<file path="src/rtl/gq_pkg.sv">
package gq_pkg;

    // Channel indices of the input pair.
    localparam int CH_POS = 0;
    localparam int CH_NEG = 1;
    localparam int NUM_CH = 2;

    // Level each channel takes when idle, after reset and during mute.
    localparam logic [NUM_CH-1:0] SAFE_LEVELS = 2'b10;

    typedef struct packed {
        logic neg;
        logic pos;
    } in_pair_t;

    function automatic in_pair_t to_pair(input logic [NUM_CH-1:0] v);
        in_pair_t p;
        p.pos = v[CH_POS];
        p.neg = v[CH_NEG];
        return p;
    endfunction

    // The command is on only for the active combination.
    function automatic logic combine(input in_pair_t p);
        return p.pos & ~p.neg;
    endfunction

endpackage

</file>
<file path="src/rtl/gq_sync.sv">
module gq_sync #(
    parameter int   STAGES  = 2,
    parameter logic RST_VAL = 1'b0
) (
    input  logic clk,
    input  logic rst,
    input  logic d,
    output logic q
);
    logic [STAGES-1:0] chain;

    always_ff @(posedge clk) begin
        if (rst) chain <= {STAGES{RST_VAL}};
        else     chain <= {chain[STAGES-2:0], d};
    end

    assign q = chain[STAGES-1];
endmodule

</file>
<file path="src/rtl/gq_width_filter.sv">
module gq_width_filter #(
    parameter int   QUAL_CYCLES = 3,
    parameter logic SAFE_LEVEL  = 1'b0
) (
    input  logic clk,
    input  logic rst,
    input  logic clear,
    input  logic d,
    output logic lvl
);
    localparam int CNT_W = $clog2(QUAL_CYCLES + 1);
    localparam logic [CNT_W-1:0] LIMIT = CNT_W'(QUAL_CYCLES - 1);

    logic [CNT_W-1:0] run_cnt;

    // A new level is accepted once it has been seen on QUAL_CYCLES
    // consecutive samples; any return to the current level restarts the run.
    always_ff @(posedge clk) begin
        if (rst || clear) begin
            lvl     <= SAFE_LEVEL;
            run_cnt <= '0;
        end else if (d == lvl) begin
            run_cnt <= '0;
        end else if (run_cnt == LIMIT) begin
            lvl     <= d;
            run_cnt <= '0;
        end else begin
            run_cnt <= run_cnt + 1'b1;
        end
    end
endmodule

</file>
<file path="src/rtl/gate_cmd_qualifier.sv">
module gate_cmd_qualifier #(
    parameter int SYNC_STAGES = 2,
    parameter int QUAL_CYCLES = 3
) (
    input  logic clk,
    input  logic rst,
    input  logic in_pos,
    input  logic in_neg,
    input  logic mute,
    output logic gate_cmd
);
    import gq_pkg::*;

    logic [NUM_CH-1:0] raw;
    logic [NUM_CH-1:0] synced;
    logic [NUM_CH-1:0] qualified;
    in_pair_t          q_pair;
    logic              cmd_q;

    assign raw[CH_POS] = in_pos;
    assign raw[CH_NEG] = in_neg;

    for (genvar ch = 0; ch < NUM_CH; ch++) begin : g_ch
        gq_sync #(
            .STAGES  (SYNC_STAGES),
            .RST_VAL (SAFE_LEVELS[ch])
        ) u_sync (
            .clk (clk),
            .rst (rst),
            .d   (raw[ch]),
            .q   (synced[ch])
        );

        gq_width_filter #(
            .QUAL_CYCLES (QUAL_CYCLES),
            .SAFE_LEVEL  (SAFE_LEVELS[ch])
        ) u_filt (
            .clk   (clk),
            .rst   (rst),
            .clear (mute),
            .d     (synced[ch]),
            .lvl   (qualified[ch])
        );
    end

    assign q_pair = to_pair(qualified);

    always_ff @(posedge clk) begin
        if (rst || mute) cmd_q <= 1'b0;
        else             cmd_q <= combine(q_pair);
    end

    assign gate_cmd = cmd_q;
endmodule

</file>
<file path="config.mk">
export PLATFORM = sky130hd
export DESIGN_NAME = gate_cmd_qualifier
export DESIGN_NICKNAME = d
export VERILOG_FILES = /design/src/rtl/gq_pkg.sv /design/src/rtl/gq_sync.sv /design/src/rtl/gq_width_filter.sv /design/src/rtl/gate_cmd_qualifier.sv
export SDC_FILE = /design/constraint.sdc
export NUM_CORES = 1
export LEC_CHECK = 0
export BUFFER_PORTS_ARGS = -buffer_cell sky130_fd_sc_hd__buf_2
export CAP_MARGIN = 10
export CORE_AREA = 2 2 39 41
export DETAILED_ROUTE_END_ITERATION = 10
export DIE_AREA = 0 0 41 43
export PLACE_DENSITY = 0.43
export SLEW_MARGIN = 10
export SYNTH_ARGS = -nofsm -noshare
export SYNTH_HDL_FRONTEND = slang
export SYNTH_SLANG_ARGS = --single-unit
</file>
<file path="constraint.sdc">
create_clock -name clk -period 1.6 [get_ports clk]
set_clock_uncertainty 0.05 [all_clocks]
set_input_delay 0.32 -clock clk [delete_from_list [all_inputs] [get_ports clk]]
set_output_delay 0.32 -clock clk [all_outputs]
set_load 0.02 [all_outputs]
</file>
* Word level (Yosys, flattened, before mapping)
Index checks and enable logic that the tools add are counted.
** Word-level totals
- Bits in registers :: 11
- Bits of input ports :: 5
- Output and inout port bits :: 1
- Logic and storage cells :: 22
** Cells by class
- $add $sub $neg :: 2
- Equal/unequal tests :: 4
- Bitwise operators :: 4
- Reductions and logical operators :: 5
** Operators with widths (count)
- 3-bit OR reduction :: 2
- 2-bit by 1-bit adder with 2-bit output (second input constant) :: 2
- 2-bit equality test (second input constant) :: 2
- 2-bit AND reduction :: 2
- 1-bit NOT :: 3
- 1-bit equality test :: 2
- 1-bit AND :: 1
- 1-bit logical OR :: 1

* Depth between registers and ports, before layout
Gate-level depths: netlist of run 1.
- Depth in word-level cells :: 3
- Gate-level depth with buffers :: 4
- Mapped depth without buffers :: 4

* Hierarchy
A second synthesis of run 1 with hierarchy kept.
** Unflattened totals
- Cell total of the unflattened synthesis :: 32
- Area total of the unflattened synthesis :: 376.6 um^2
** Modules (own cells, without submodules)
- gq_width_filter at g_ch[1].u_filt :: times used 1, cells each 11, area each 118.9 um^2, seq. area each 60.1 um^2
- gq_width_filter at g_ch[0].u_filt :: times used 1, cells each 11, area each 117.6 um^2, seq. area each 60.1 um^2
- gq_sync :: times used 2, cells each 4, area each 52.6 um^2, seq. area each 40.0 um^2
- gate_cmd_qualifier :: times used 1, cells each 2, area each 35.0 um^2, seq. area each 20.0 um^2

* Worst setup path after synthesis of run 1
No wires, ideal clock.
- Path kind :: input port to flip-flop
- Start point :: input port rst
- End point :: register g_ch[1].u_filt.lvl
- Setup time :: 0.120 ns
- Arrival time :: 0.909 ns
- Data required time :: 1.430 ns
- Slack :: 0.521 ns
- Stages on the path :: 3
- Path buffers :: 1
- Cell sequence :: or2_1 > buf_6 > a211o_1
** Between the ends
- Longest elaborated chain between the ends :: 1
** Ends and longest elaborated chain
- from (decl) :: RTL line gate_cmd_qualifier.sv:6 : input logic rst,
- 1-bit logical OR :: RTL line gq_width_filter.sv:19 : if (rst || clear) begin
- to (signal assigned) :: RTL line gq_width_filter.sv:20 : lvl <= SAFE_LEVEL;
- to (signal assigned) :: RTL line gq_width_filter.sv:25 : lvl <= d;
- to (decl) :: RTL line gq_width_filter.sv:9 : output logic lvl
No other way between the ends.
A chain may end at the register's enable or synchronous reset.

* Final worst setup path of run 1
- Start point :: register cmd_q, in the netlist gate_cmd
- End point :: output port gate_cmd
** RTL lines
- from (decl) :: RTL line gate_cmd_qualifier.sv:18 : logic cmd_q;
- from (signal assigned) :: RTL line gate_cmd_qualifier.sv:50 : else cmd_q <= combine(q_pair);
- to (decl) :: RTL line gate_cmd_qualifier.sv:10 : output logic gate_cmd
No word-level cell between the ends.

==> results of run 1 <==
## path summary, 6_finish.rpt
check,slack [ns],cells after the start,to
worst min-delay path,0.20,2,g_ch[1].u_sync.chain[0]
worst min register to register,0.37,1,g_ch[0].u_filt.run_cnt[0]
worst max-delay path,0.52,1,gate_cmd
worst max register to register,0.53,3,g_ch[1].u_filt.lvl
## routing by layer
layer | up-vias | wire, um | global-route usage [%]
li1 | 125 | - | -
met1 | 112 | 199 | 8.882
met2 | 8 | 288 | 13.13
met3 | 2 | 26 | 4.712
met4 | 0 | 15 | 6.000
met5 | - | 0 | 0
## synthesized netlist by cell type
cell     count  share of area [%]
ha_1         2                6.6
mux2i_1      1                2.7
or2_1        1                1.7
dfxtp_1     11                 58
and2b_1      2                4.0
xnor2_1      2                4.7
a211o_1      1                2.3
nor2b_1      1                1.7
nor4_1       4                6.6
or2_2        2                3.3
buf_6        1                3.0
nor3b_1      1                2.0
inv_1        2                2.0
nor2_1       1                1.0
## cell families after synthesis
logic type	after synthesis	synth area share (%)
and+or+nand+nor	12	20.26
DFF	11	58.47
buffers and inverters	3	4.984
xor gates and xnor gates	2	4.652
adders and majority gates	2	6.643
AOI/OAI and AO/OA	1	2.326
muxes	1	2.658
## registers in the layout, indices dropped and copies added, names as in the netlist
signal               cells
g_ch.u_filt.lvl          2
g_ch.u_filt.run_cnt      4
g_ch.u_sync.chain        4
gate_cmd                 1
## cell usage in the layout (no fill, tap or decap)
cell type,n
inv_1,2
mux2i_1,1
clkbuf_4,3
a211o_1,1
or2_1,1
or2_2,2
buf_2,5
nor2b_1,1
and2b_1,2
nor4_1,4
ha_1,2
xnor2_1,2
nor2_1,1
nor3b_1,1
dfxtp_1,11
clkbuf_1,1
## power by group through the flow
stage | Combinational, uW | Sequential (uW) | Clock, uW
floorplan | 12.2 | 287 | 0
global placement | 15.3 | 288 | 0
detailed placement | 16.6 | 288 | 0
CTS | 16.7 | 282 | 193
global route | 18.7 | 283 | 211
finish | 15.9 | 282 | 184
## through the flow
step / utilization, % / hold WS [ns] / instance area (um2) / instances / power, uW
after floorplan: - / 0.3395 / 376.6 / 32 / 299.6
after global placement: 29.66 / 0.3501 / 410.4 / 52 / 303.3
after detailed placement: 29.66 / 0.3589 / 410.4 / 52 / 304.9
after CTS: 31.56 / 0.1923 / 436.7 / 56 / 491.2
after global routing: 31.56 / 0.1855 / 436.7 / 56 / 512.3
final: 31.56 / 0.1959 / 436.7 / 56 / 481.9
## final cells by class
cell class | instances | area (um2)
multi-input cells | 18 | 137.6
repair buffers | 5 | 25.02
inverters | 2 | 7.507
well taps | 16 | 20.02
flip-flops and latches | 11 | 220.2
fillers | 158 | 947.2
clock buffers | 4 | 26.28
==> impl_metrics.toml, run 1 <==
[sta]
fin_crit_ns = 1.084
rsz0062_at_grt = "false"
max_freq_ghz = 0.9223
finalMaxSlewViolations = 0
tns_ns = 0
setup_slack_ns = 0.5157
final.period_utilization_pct = 67.77
hold_violations = 0
slew_headroom_pct = 84.00
setup_viol = 0
worst_pin_slew_ns = 0.2379

[clocking]
cts_resized = 0
clk_pin_slew_ns = 0.06
clkLatencyLatePin_ns = 0.26
htreeDepth = 1
clockRootBuffer = "clkbuf_4"
cts_buffer_depth = 2
cts_hold_buf = 0
numCtsBuffers = 3
cts_sinks = 11
cts_tree = "built"
post_cts_buffers = 0

[power]
power.leakage_uw = 0.0001677
pwr_density_cell_nw_per_um2 = 1104
p_sw_uw = 97.15
ir_drop_mv = 0.4614
combPwrFrac_pct = 3.3
internal-power_uw = 384.7
seqPwrFrac_pct = 58.5
clkPwrFrac_pct = 38.2
p_sw_share_pct = 20.16

[die]
fp.dieH_um = 43
core_area_um2 = 1384
num_io_pins = 6
die_w_um = 41
initial_core_util_pct = 27.22
die_area_um2 = 1763
rows = 14

[drt]
first_pass_iters = 4
drc = 0
vias = 247
wire_per_inst_um = 9.464
first_iter_violations = 1
finalWirelength_um = 530
ant_nets = 0
vias_per_cell = 4.411

[global_route]
grt_pass1_wl_um = 959
grt.total_usage_pct = 8.797
antenna_found_initial = 0
overflow = 0
grt_max_degree = 8
grt_pass1_vias = 251

[layout]
num_antenna_cells = 0
drive_gt1_share_pct = 25.00
nets = 48
areaGrowthSynthToFinish_pct = 15.95

[critical_path]
critPathArrivalTime_ns = 0.71
r2r_start = "g_ch[1].u_filt.run_cnt[0]"
slowest_stage = "dfxtp_1"
startpoint_type = "register"
cp_max_fo = 1
cpPeakStageDelay_ns = 0.30
cp_top_family = "flip-flops"
crit_type = "register to output pin"
cp_cell_sequence = "buf_2"
worstPathRequired_ns = 1.23
startpoint = "gate_cmd"
endpoint_kind = "output pin"
cp_num_buf_inv = 1

[logic_synthesis]
syn-cell-area_um2 = 376.6
syn_area_per_cell_um2 = 11.77
yosysUniqueCellTypes = 14
seq_area_frac_synth_pct = 58.47
ys_warn_count = 0
syn-num-nets = 39
ys_seq_elements = 11
syn-instance-count = 32

[hold_path]
min-delay-start = "in_neg"
hp-class = "input pin to register"

[flow_run]
max_cap_viol_count = 0

[place]
post-place-ws_ns = 0.3588
hpwl_um = 433.5
place_congestion = 0.6220
portBuffers = 5

[status]
status = "complete, no violations"
No activity file was read; power rests on OpenSTA's default activity.
==> inputs of run 2 (changes only) <==
==> constraint.sdc (replaced) <==
create_clock -name clk -period 1 [get_ports clk]
set_clock_uncertainty 0.05 [all_clocks]
set_input_delay 0.2 -clock clk [delete_from_list [all_inputs] [get_ports clk]]
set_output_delay 0.2 -clock clk [all_outputs]
set_load 0.02 [all_outputs]
==> impl_metrics.toml, run 2 (synthesized netlist as in run 1, its figures left out) <==
[sta]
tns_ns = 0
finalHoldWorstSlack_ns = 0.08083
final.period_utilization_pct = 98.06
fin_crit_ns = 0.9806
max_freq_ghz = 1.020
worst_pin_slew_ns = 0.2658
slew_headroom_pct = 82.28
finalMaxSlewViolations = 0
rsz0062_at_grt = "true"
hold_violations = 0
setup_viol = 0

[clocking]
cts_tree = "built"
clockRootBuffer = "clkbuf_4"
clkLatencyLatePin_ns = 0.26
htreeDepth = 1
cts_buffer_depth = 2
numCtsBuffers = 3
cts_hold_buf = 0
clk_pin_slew_ns = 0.07
cts_sinks = 11
post_cts_buffers = 0

[drt]
vias = 250
finalWirelength_um = 531
vias_per_cell = 4.386
first_iter_violations = 0
first_pass_iters = 1
drc = 0
wire_per_inst_um = 9.316
ant_nets = 0

[global_route]
busiest_layer = "met2"
overflow = 0
grt.total_usage_pct = 7.879
grt_max_degree = 8
met1_usage_pct = 7.541
grt_pass1_vias = 244
grt_pass1_wl_um = 869
grtUsageMet2_pct = 11.25
use_met3_pct = 5.236
antenna_found_initial = 0

[die]
die_w_um = 41
initial_core_util_pct = 27.22
core_area_um2 = 1384
fp.dieH_um = 43
rows = 14
die_area_um2 = 1763
num_io_pins = 6

[power]
totalPowerFinal_uw = 772.3
pwr_density_cell_nw_per_um2 = 1595
power.leakage_uw = 0.0001756
ir_drop_mv = 0.6551

[layout]
layout_common_cells = "dfxtp_1, buf_2, clkbuf_4"
design_area_um2 = 484.2
num_antenna_cells = 0
drive_gt1_share_pct = 46.34
fillers = 142
areaGrowthSynthToFinish_pct = 28.57
biggestRegsByFlops = "g_ch.u_filt.run_cnt (4), g_ch.u_sync.chain (4), g_ch.u_filt.lvl (2)"
nets = 49
instances_no_fill = 57
layout_commonest_cell = "dfxtp_1"

[critical_path]
rr_worst_depth = 3
startpoint_type = "register"
r2r_start = "g_ch[1].u_filt.run_cnt[0]"
endpoint_kind = "register"
worstPathRequired_ns = 1.11
crit_type = "register to register"
startpoint = "g_ch[1].u_filt.run_cnt[0]"
critPathArrivalTime_ns = 1.09
reg2reg_to = "g_ch[1].u_filt.run_cnt[0]"
cp_max_fo = 4
ff2ff_setup_slack_ns = 0.02

[hold_path]
hp-class = "input pin to register"
min-delay-start = "in_neg"
hold_path_depth = 2
hold_path_end = "g_ch[1].u_sync.chain[0]"

[place]
place_area_um2 = 420.4
post-place-cells = 53
portBuffers = 5
place_congestion = 0.5956
hpwl_um = 386.4

[flow_run]
max_cap_viol_count = 0

[status]
status = "complete, no violations"
run 2: changes by cell type in the layout (fill, tap and decap cells not counted), sizes merged:
cell  change
buf       +1
run 2: worst max-delay path, stage by stage, from the launching register on:
cell	delay, ns
dfxtp_2	0.34
inv_2	0.04
ha_4	0.16
nor4_1	0.28
run 2: per-layer routing:
layer  vias up  wire length (um)
met5         -                 0
met3         2                31
met4         0                10
li1        125                 -
met1       117               218
met2         6               271
run 2: what timing repair did:
action                                  4_1_cts  5_1_grt
resized for setup                             5        4
endpoints found under the setup margin        3        6
pin swaps                                     2        4
run 2: power breakdown:
| part | internal, uW | leakage (uW) | total [uW] | switching (uW) |
|---|---|---|---|---|
| registers | 447 | 0.0000906 | 451 | 4.30 |
| clock network | 154 | 0.0000150 | 289 | 135 |
| logic | 18.0 | 0.0000700 | 31.7 | 13.7 |
run 2: final cells by class:
class                      count  area, um2  area share, %
inverter                       2      7.507          1.550
multi-input combinational     18      175.2          36.18
tap                           16      20.02          4.134
clock buffer                   4      26.28          5.426
sequential                    11      222.7          45.99
timing repair buffer           6      32.53          6.718
run 2: worst max path at each step:
stage                                     end  slack (ns)  cells after the start
global route        g_ch[1].u_filt.run_cnt[0]      -0.006                      3
global placement           g_ch[1].u_filt.lvl       -0.05                      3
CTS                 g_ch[1].u_filt.run_cnt[1]      0.0009                      3
finish              g_ch[1].u_filt.run_cnt[0]        0.02                      3
floorplan                  g_ch[1].u_filt.lvl        0.03                      3
detailed placement         g_ch[1].u_filt.lvl       -0.08                      3
run 2: per-stage QoR:
step / utilization, % / worst slack, ns
floorplan: - / 0.03161
global placement: 30.38 / -0.04948
detailed placement: 30.38 / -0.07626
CTS: 33.73 / 0.0008589
global route: 34.99 / -0.005743
finish: 34.99 / 0.01939
==> inputs of run 3 (changes only) <==
--- a/config.mk
+++ b/config.mk
@@ -5,12 +5,13 @@
 export SDC_FILE = /design/constraint.sdc
 export NUM_CORES = 1
 export LEC_CHECK = 0
+export ABC_AREA = 1
 export BUFFER_PORTS_ARGS = -buffer_cell sky130_fd_sc_hd__buf_2
 export CAP_MARGIN = 10
 export CORE_AREA = 2 2 39 41
 export DETAILED_ROUTE_END_ITERATION = 10
 export DIE_AREA = 0 0 41 43
-export PLACE_DENSITY = 0.43
+export PLACE_DENSITY = 0.44
 export SLEW_MARGIN = 10
 export SYNTH_ARGS = -nofsm -noshare
 export SYNTH_HDL_FRONTEND = slang
==> impl_metrics.toml, run 3 <==
[power]
pwr_density_cell_nw_per_um2 = 1570
totalPowerFinal_uw = 774.0
ir_drop_mv = 0.7630
power.leakage_uw = 0.0002282

[clocking]
cts_buffer_depth = 2
cts_hold_buf = 0
htreeDepth = 1
clockRootBuffer = "clkbuf_4"
cts_tree = "built"
clkLatencyLatePin_ns = 0.26
cts_sinks = 11
numCtsBuffers = 3
clk_pin_slew_ns = 0.07

[die]
die_w_um = 41
die_area_um2 = 1763
initial_core_util_pct = 28.84
num_io_pins = 6
rows = 14
fp.dieH_um = 43
core_area_um2 = 1384

[critical_path]
cp_cell_sequence = "buf_6"
slowest_stage = "dfxtp_2"
critPathArrivalTime_ns = 0.69
endpoint_kind = "output pin"
cp_max_fo = 1
cp_num_buf_inv = 1
crit_type = "register to output pin"
startpoint_type = "register"
worstPathRequired_ns = 0.75
cp_top_family = "flip-flops"
cpPeakStageDelay_ns = 0.32

[place]
place_area_um2 = 444.2
portBuffers = 5
place_congestion = 0.6446
hpwl_um = 411.5

[drt]
first_pass_iters = 2
ant_nets = 0
finalWirelength_um = 546
drc = 0
first_iter_violations = 3
vias_per_cell = 3.973
wire_per_inst_um = 7.378
vias = 294

[sta]
setup_viol = 0
finalMaxSlewViolations = 0
tns_ns = 0
hold_violations = 0
worst_pin_slew_ns = 0.1457
max_freq_ghz = 1.059
fin_crit_ns = 0.9447
rsz0062_at_grt = "false"
slew_headroom_pct = 90.21
final.period_utilization_pct = 94.47

[logic_synthesis]
syn-num-nets = 56
syn_area_per_cell_um2 = 8.146
synth.top_cells.by_count = "dfxtp_1, inv_1, nand2_1, nor2_1"
synth_top_area_share_pct = 55.17
synthFlopType = "dfxtp_1"
async_flop_share_pct = 0
syn-cell-area_um2 = 399.1
ys_seq_elements = 11
synth_most_common_cell = "dfxtp_1"
ys_warn_count = 0
synth_area_leaders = "dfxtp_1, inv_1, nand2_1, nor2_1, ha_1"
syn-instance-count = 49
synth_edf_count = 0
seq_area_frac_synth_pct = 55.17
yosysUniqueCellTypes = 13
yosysTopAreaCell = "dfxtp_1"

[layout]
nets = 66
areaGrowthSynthToFinish_pct = 23.51
layout_common_cells = "nor2_1, nand2_1, inv_1, dfxtp_1, buf_2"
num_antenna_cells = 0
biggestRegsByFlops = "g_ch.u_filt.run_cnt (4), g_ch.u_sync.chain (4), g_ch.u_filt.lvl (2)"
fillers = 156
design_area_um2 = 493.0
drive_gt1_share_pct = 31.03

[flow_run]
max_cap_viol_count = 0

[hold_path]
hp-class = "input pin to register"

[global_route]
overflow = 0
grt_max_degree = 7
grt_pass1_vias = 224
grt_pass1_wl_um = 883
grt.total_usage_pct = 8.770
antenna_found_initial = 0

[status]
status = "complete, no violations"
## run 3: metal layers
layer	vias to the layer above	wire length [um]	track usage, %
met5	-	0	0
li1	161	-	-
met4	0	0	10.00
met1	125	273	9.121
met2	8	241	9.063
met3	0	31	7.853
## run 3: cell families (layout without fill, tap and decap cells)
family / after synthesis / count (layout) / synth area share, %
compound gates: 3 / 3 / 5.329
fa+ha+maj: 2 / 2 / 6.269
buf+inv: 11 / 20 / 10.34
flops: 11 / 11 / 55.17
simple gates: 22 / 22 / 22.88
## run 3: worst paths after layout
kind / from / end / slack, ns / cells after the start
worst max-delay path: gate_cmd / gate_cmd / 0.06 / 1
worst min-delay path: in_neg / g_ch[1].u_sync.chain[0] / 0.07 / 2
worst min register to register: g_ch[0].u_filt.run_cnt[0] / g_ch[0].u_filt.run_cnt[0] / 0.35 / 1
worst max register to register: g_ch[0].u_filt.run_cnt[0] / g_ch[0].u_filt.lvl / 0.08 / 5
## run 3: final cells by class
class                      instances  area [um2]  share of cell area [%]
sequential                        11       224.0                   45.43
multi-input combinational         27       150.1                   30.46
inverter                          11       41.29                   8.376
timing repair buffer               5       31.28                   6.345
clock buffer                       4       26.28                   5.330
tap                               16       20.02                   4.061
## run 3: where the power goes
part           internal (uW)  switching, uW
combinational           15.4           18.0
sequential               447           3.64
clock                    154            136
## run 3: worst reg2reg max path: stages (launching register included)
cell	delay, ns
dfxtp_2	0.32
inv_1	0.05
ha_1	0.16
inv_1	0.06
o21ai_1	0.14
a21oi_2	0.04
## run 3: metrics by stage
stage               hold WS [ns]  setup WS (ns)  util (%)  cells
floorplan                 0.2212         0.1214         -     49
global placement          0.3343        0.06645     32.10     70
detailed placement        0.3376        0.06343     32.10     70
CTS                      0.05951        0.02452     34.00     74
global route             0.05590       0.002615     35.62     74
finish                   0.07010        0.05527     35.62     74
## run 3: timing repair
action	4_1_cts	5_1_grt
setup endpoints to repair	0	5
resized for setup	0	8
setup buffers	0	0
